**config.mk**
```make
export PLATFORM = sky130hd
export DESIGN_NAME = i2c_bus_monitor
export DESIGN_NICKNAME = d
export VERILOG_FILES = /design/src/rtl/i2cmon_pkg.sv /design/src/rtl/i2cmon_line_sync.sv /design/src/rtl/i2cmon_frame_track.sv /design/src/rtl/i2cmon_hang_det.sv /design/src/rtl/i2cmon_timeout.sv /design/src/rtl/i2c_bus_monitor.sv
export SDC_FILE = /design/constraint.sdc
export NUM_CORES = 1
export LEC_CHECK = 0
export ABC_AREA = 1
export BUFFER_PORTS_ARGS = -buffer_cell sky130_fd_sc_hd__buf_2
export CORE_UTILIZATION = 60
export CTS_CLUSTER_DIAMETER = 50
export DETAILED_ROUTE_END_ITERATION = 7
export GPL_ROUTABILITY_DRIVEN = 0
export PLACE_DENSITY = 0.84
export SLEW_MARGIN = 20
export SYNTH_ARGS = -nofsm -noshare
export SYNTH_HDL_FRONTEND = slang
export SYNTH_HIERARCHICAL = 1
export SYNTH_SLANG_ARGS = --single-unit
```
**constraint.sdc**
```tcl
create_clock -name clk -period 2.4 [get_ports clk]
set_input_delay 0.24 -clock clk [delete_from_list [all_inputs] [get_ports clk]]
set_output_delay 0.24 -clock clk [all_outputs]
set_load 0.01 [all_outputs]
```
**src/rtl/i2cmon_pkg.sv**
```systemverilog
package i2cmon_pkg;
  localparam int FLAG_NUM   = 7;
  localparam int FL_START   = 0;
  localparam int FL_STOP    = 1;
  localparam int FL_NACK    = 2;
  localparam int FL_ACK     = 3;
  localparam int FL_ARB     = 4;
  localparam int FL_BUSERR  = 5;
  localparam int FL_TIMEOUT = 6;
endpackage

```
**src/rtl/i2cmon_line_sync.sv**
```systemverilog
module i2cmon_line_sync (
  input  logic clk,
  input  logic rst,
  input  logic scl_raw,
  input  logic sda_raw,
  output logic scl_lvl,
  output logic sda_lvl,
  output logic scl_rise,
  output logic scl_fall,
  output logic start_det,
  output logic stop_det
);
  localparam int NLINES = 2;
  logic [NLINES-1:0] raw, st1, st2, prv;

  assign raw = {sda_raw, scl_raw};

  genvar g;
  generate
    for (g = 0; g < NLINES; g++) begin : g_sync
      always_ff @(posedge clk) begin
        if (rst) begin
          st1[g] <= 1'b1;
          st2[g] <= 1'b1;
          prv[g] <= 1'b1;
        end else begin
          st1[g] <= raw[g];
          st2[g] <= st1[g];
          prv[g] <= st2[g];
        end
      end
    end
  endgenerate

  assign scl_lvl   = st2[0];
  assign sda_lvl   = st2[1];
  assign scl_rise  = st2[0] & ~prv[0];
  assign scl_fall  = ~st2[0] & prv[0];
  assign start_det = st2[0] & prv[0] & prv[1] & ~st2[1];
  assign stop_det  = st2[0] & prv[0] & ~prv[1] & st2[1];

  AST_NO_COND_CLASH: assert property (@(posedge clk) disable iff (rst)
    !(start_det && stop_det));
endmodule

```
**src/rtl/i2cmon_frame_track.sv**
```systemverilog
module i2cmon_frame_track #(
  parameter int FRAME_BITS = 9
) (
  input  logic clk,
  input  logic rst,
  input  logic start_det,
  input  logic stop_det,
  input  logic scl_rise,
  input  logic scl_fall,
  output logic busy,
  output logic err_evt
);
  localparam int CW = $clog2(FRAME_BITS + 1);
  localparam logic [CW-1:0] LAST = CW'(FRAME_BITS);
  localparam logic [CW-1:0] FIRST_OK = CW'(1);

  logic [CW-1:0] pos;

  always_ff @(posedge clk) begin
    if (rst) begin
      busy <= 1'b0;
      pos  <= '0;
    end else begin
      if (start_det) begin
        busy <= 1'b1;
        pos  <= '0;
      end else if (stop_det) begin
        busy <= 1'b0;
        pos  <= '0;
      end else if (busy) begin
        if (scl_rise && pos != LAST)
          pos <= pos + 1'b1;
        else if (scl_fall && pos == LAST)
          pos <= '0;
      end
    end
  end

  assign err_evt = (start_det | stop_det) & busy & (pos > FIRST_OK);

  AST_POS_BOUNDED: assert property (@(posedge clk) disable iff (rst)
    pos <= LAST);
  AST_BUSY_AFTER_START: assert property (@(posedge clk) disable iff (rst)
    start_det |=> busy);
  AST_IDLE_AFTER_STOP: assert property (@(posedge clk) disable iff (rst)
    (stop_det && !start_det) |=> !busy);
  AST_ERR_NEEDS_COND: assert property (@(posedge clk) disable iff (rst)
    err_evt |-> (start_det || stop_det));
endmodule

```
**src/rtl/i2cmon_hang_det.sv**
```systemverilog
module i2cmon_hang_det #(
  parameter int HANG_W = 4
) (
  input  logic clk,
  input  logic rst,
  input  logic tick,
  input  logic scl_lvl,
  input  logic sda_lvl,
  input  logic scl_fall,
  input  logic start_det,
  output logic hang
);
  localparam logic [HANG_W-1:0] TOP = '1;
  logic [HANG_W-1:0] hcnt;
  logic wrap;

  assign wrap = tick & scl_lvl & (hcnt == TOP);

  always_ff @(posedge clk) begin
    if (rst) begin
      hcnt <= '0;
      hang <= 1'b0;
    end else begin
      if (scl_fall)
        hcnt <= '0;
      else if (tick && scl_lvl)
        hcnt <= hcnt + 1'b1;
      if (start_det)
        hang <= 1'b0;
      else if (wrap && !sda_lvl)
        hang <= 1'b1;
    end
  end

  AST_HANG_NEEDS_SDA_LOW: assert property (@(posedge clk) disable iff (rst)
    $rose(hang) |-> $past(scl_lvl && !sda_lvl && tick));
  AST_START_CLEARS_HANG: assert property (@(posedge clk) disable iff (rst)
    start_det |=> !hang);
endmodule

```
**src/rtl/i2cmon_timeout.sv**
```systemverilog
module i2cmon_timeout #(
  parameter int TO_W = 10
) (
  input  logic            clk,
  input  logic            rst,
  input  logic [TO_W-1:0] limit,
  input  logic            pending,
  output logic            fire
);
  logic [TO_W-1:0] tcnt;
  logic            armed;

  assign armed = pending & (limit != '0);
  assign fire  = armed & (tcnt == limit - 1'b1);

  always_ff @(posedge clk) begin
    if (rst || !armed)
      tcnt <= '0;
    else if (tcnt < limit)
      tcnt <= tcnt + 1'b1;
  end

  AST_FIRE_NEEDS_LIMIT: assert property (@(posedge clk) disable iff (rst)
    fire |-> (limit != '0 && pending));
endmodule

```
**src/rtl/i2c_bus_monitor.sv**
```systemverilog
module i2c_bus_monitor
  import i2cmon_pkg::*;
#(
  parameter int TO_W       = 10,
  parameter int HANG_W     = 4,
  parameter int FRAME_BITS = 9,
  parameter int NFLAG      = FLAG_NUM
) (
  input  logic             clk,
  input  logic             rst,
  input  logic             scl_in,
  input  logic             sda_in,
  input  logic             samp_tick,
  input  logic [TO_W-1:0]  to_limit,
  input  logic [NFLAG-1:0] irq_en,
  input  logic [NFLAG-1:0] flag_clr,
  input  logic             nack_evt,
  input  logic             ack_evt,
  input  logic             arb_lost_evt,
  output logic [NFLAG-1:0] flags,
  output logic             bus_busy,
  output logic             bus_hang,
  output logic             irq
);
  logic scl_lvl, sda_lvl, scl_rise, scl_fall, start_det, stop_det;
  logic err_evt, to_fire;
  logic [NFLAG-1:0] set_vec;

  i2cmon_line_sync u_sync (
    .clk(clk), .rst(rst), .scl_raw(scl_in), .sda_raw(sda_in),
    .scl_lvl(scl_lvl), .sda_lvl(sda_lvl), .scl_rise(scl_rise), .scl_fall(scl_fall),
    .start_det(start_det), .stop_det(stop_det)
  );

  i2cmon_frame_track #(.FRAME_BITS(FRAME_BITS)) u_frame (
    .clk(clk), .rst(rst), .start_det(start_det), .stop_det(stop_det),
    .scl_rise(scl_rise), .scl_fall(scl_fall), .busy(bus_busy), .err_evt(err_evt)
  );

  i2cmon_hang_det #(.HANG_W(HANG_W)) u_hang (
    .clk(clk), .rst(rst), .tick(samp_tick), .scl_lvl(scl_lvl), .sda_lvl(sda_lvl),
    .scl_fall(scl_fall), .start_det(start_det), .hang(bus_hang)
  );

  i2cmon_timeout #(.TO_W(TO_W)) u_to (
    .clk(clk), .rst(rst), .limit(to_limit), .pending(|flags), .fire(to_fire)
  );

  always_comb begin
    set_vec             = '0;
    set_vec[FL_START]   = start_det;
    set_vec[FL_STOP]    = stop_det;
    set_vec[FL_NACK]    = nack_evt;
    set_vec[FL_ACK]     = ack_evt;
    set_vec[FL_ARB]     = arb_lost_evt;
    set_vec[FL_BUSERR]  = err_evt;
    set_vec[FL_TIMEOUT] = to_fire;
  end

  always_ff @(posedge clk) begin
    if (rst) begin
      flags <= '0;
      irq   <= 1'b0;
    end else begin
      flags <= (flags & ~flag_clr) | set_vec;
      irq   <= |(flags & irq_en);
    end
  end

  genvar f;
  generate
    for (f = 0; f < NFLAG; f++) begin : g_flag_chk
      AST_CLR_WORKS: assert property (@(posedge clk) disable iff (rst)
        (flag_clr[f] && !set_vec[f]) |=> !flags[f]);
      AST_SET_WINS: assert property (@(posedge clk) disable iff (rst)
        set_vec[f] |=> flags[f]);
    end
  endgenerate

  AST_IRQ_NEEDS_ENABLED: assert property (@(posedge clk) disable iff (rst)
    $rose(irq) |-> $past((flags & irq_en) != '0));
  AST_TO_NEEDS_LIMIT: assert property (@(posedge clk) disable iff (rst)
    $rose(flags[FL_TIMEOUT]) |-> $past(to_limit != '0));
endmodule

```
==> impl_metrics.csv <==
group,metric,value,unit
status,outcome,"finished, final reports clean",
sta,worst_pin_slew,577,ps
worst_hold_path,hp-class,"in -> reg",
yosys,synth_area_leader_cell,"dfxtp_1",
detailed_routing,dr.pass1.iters,5,
place,hpwl,4090,microns
yosys,syn_area,2410,sq um
critical_path,cp.required,2540,ps
floorplan,rows,22,
clock_network,clk_latency,280,ps
pwr,peakVddDrop,0.000438,V
clock_network,cts_resized,0,
sta,hold_viol,0,
finish,syn_to_final_growth,13.7,%
yosys,yosysUniqueCellTypes,29,
clock_network,cts_setup_buffers,0,
finish,fin_nets,462,
yosys,synth_top_family_by_area,"simple AND/OR/NAND/NOR gates",
sta,tns,0,ps
clock_network,htreeDepth,2,
detailed_routing,routed_wl,5170,microns
sta,rsz0062_at_grt,"false",
finish,drive_gt1_share,19.8,%
detailed_routing,vias,2406,
detailed_routing,initialDrtViolationCount,162,
yosys,synth-seq-cells,34,
sta,hold_ws,135,ps
global_routing,track_usage,26.9,%
detailed_routing,viasPerCell,5.20,
yosys,ys_seq_area_share,28.2,%
critical_path,cp_cell_sequence,"ha_1, a21oi_1, nand2_1, nand2_1, nand3_1, nand2_1, a21oi_2",
run,drv_cap,0,
clock_network,ctsHoldBuffers,0,
critical_path,reg2reg_depth,7,
finish,fillerInstances,325,
global_routing,grt_first_pass_wirelength,9000,microns
pwr,p_leak,1.41,nW
finish,antenna_cells,0,
critical_path,critPathMaxStageDelay,500,ps
global_routing,antenna_found_initial,0,
critical_path,crit_fanout,10,
sta,fin_crit,1800,ps
critical_path,path_class,"reg -> reg",
yosys,synth_compound_area_share,9.85,%
sta,slew_violations,0,
global_routing,grt-ovfl-total,0,
clock_network,clk_pin_slew_worst_paths,70,ps
worst_hold_path,min_path_cells,2,
sta,setup_viol,0,
clock_network,clock-sinks,34,
global_routing,grt_pass1_vias,2146,
sta,fin_skew,3.10,ps
sta,max_clock_freq,555,MHz
critical_path,critical_path.startpoint_type,"flop",
yosys,synth.area.mux_share,0,%
floorplan,fp.dieH,65.4,microns
critical_path,arrival,1940,ps
sta,finalCritPeriodShare,75.0,%
floorplan,dieArea,4280,sq um
floorplan,die_w,65.4,microns
yosys,synth_top_area_share,28.2,%
floorplan,coreArea,3770,sq um
yosys,synthTopCellsByCount,"95 x nand2_1, 53 x inv_1, 53 x nor2_1",
sta,worst_slack,600,ps
pwr,pwr_density_cell,438,nW/um^2
yosys,syn_inst,370,
yosys,synth_fa_ha_area_share,8.30,%
clock_network,cts_inserted_buffers,5,
floorplan,initial_utilization,64.0,%
yosys,synth_flop_cell,"dfxtp_1",
yosys,synth_most_common_cell,"nand2_1",
clock_network,cts_tree,"yes",
place,dp_slack,595,ps
pwr,total_power,1.20,mW
critical_path,reg2reg_slack,600,ps
detailed_routing,wl_per_cell,11.2,microns
critical_path,crit_path_end_kind,"flop",
critical_path,cp_slowest_cell,"dfxtp_1",
detailed_routing,drcViolationCount,0,
critical_path,crit_path_frequent_cell,"nand2_1",
yosys,avgSynthCellArea,6.52,sq um
yosys,synthSimpleGateAreaFrac,39.7,%
yosys,syn-num-nets,418,
global_routing,grt_start_max_net_pins,19,
finish,utilization,72.7,%
yosys,synth_xor_area_share,3.48,%
sta,slew_headroom,61.5,%
yosys,ys_warn_count,6,
clock_network,cts_root_buf,"clkbuf_8",
yosys,synthTopCellsByArea,"dfxtp_1 28%, nand2_1 15%, ha_1 8.3%",
floorplan,ioPinCount,42,
clock_network,cts_max_path_buffers,2,
place,port_buffers,41,
detailed_routing,postRouteAntennaNets,0,
yosys,async_flop_share,0,%
yosys,synth_edf_count,0,
path summary, 6_finish.rpt:
path / to / from
setup / recovery: u_to/tcnt[9] / u_to/tcnt[5]
setup reg to reg: u_to/tcnt[9] / u_to/tcnt[5]
hold / removal: u_sync/st1[1] / sda_in
hold reg to reg: u_sync/scl_lvl / u_sync/st1[0]
cell usage in the layout, fill, tap and decap left out, types with 2 or more instances in the layout:
cell type  count
nand2_1       95
nor2_1        53
inv_1         53
buf_2         41
nand3_1       35
dfxtp_1       34
ha_1          16
a21oi_1       15
a21oi_2       13
clkbuf_8       6
nand4_1        6
or2_1          6
inv_2          5
nand2_2        5
nor2_2         5
o21ai_0        5
xor2_1         5
nor3_1         2
nand3_4        2
xnor2_1        2
cell type report:
cell class,instances,area (sq um),share of cell area [%]
clock buffers,7,86.3,3.15
clock inverters,1,5.00,0.182
inverters,58,218,7.94
multi-input cells,273,1480,54.0
flip-flops and latches,34,681,24.8
well taps,48,60.1,2.19
repair buffers,42,213,7.76
state kept, by name, summed over array words and instances, names as in the netlist, 2 cells and up:
register     count
u_to/tcnt       10
flags            7
u_frame/pos      4
u_hang/hcnt      4
u_sync/prv       2
u_sync/st1       2
stage by stage:
| step | std cells | instance area (sq um) |
|---|---|---|
| after floorplan | 370 | 2410 |
| after global placement | 455 | 2650 |
| after detailed placement | 455 | 2650 |
| after CTS | 463 | 2740 |
| after global routing | 463 | 2740 |
| final | 463 | 2740 |
worst max-delay path: cells and delay by family, from the launching register on:
| family | cells | cell delay (ps) |
|---|---|---|
| AOI/OAI and AO/OA | 2 | 240 |
| and+or+nand+nor | 4 | 590 |
| adders and majority gates | 1 | 320 |
| DFF | 1 | 500 |
metal layers:
layer	track usage, %	share of wire, %	vias up
met5	0	0	-
met3	6.08	7.0	4
met1	33.2	47	1075
met2	46.5	45	78
li1	-	-	1249
met4	7.88	0.77	0
power by group:
part	internal, mW	switching [mW]
clock	0.231	0.196
sequential	0.582	0.0189
combinational	0.0697	0.102
total	0.883	0.318
kinds of logic after synthesis:
kind of cell | Yosys count
XOR/XNOR | 8
buffers and inverters | 63
AO/OA/AOI/OAI | 36
flip-flops | 34
adder cells (fa/ha/maj) | 16
AND/OR/NAND/NOR | 213
No activity file was read; power rests on OpenSTA's default activity.
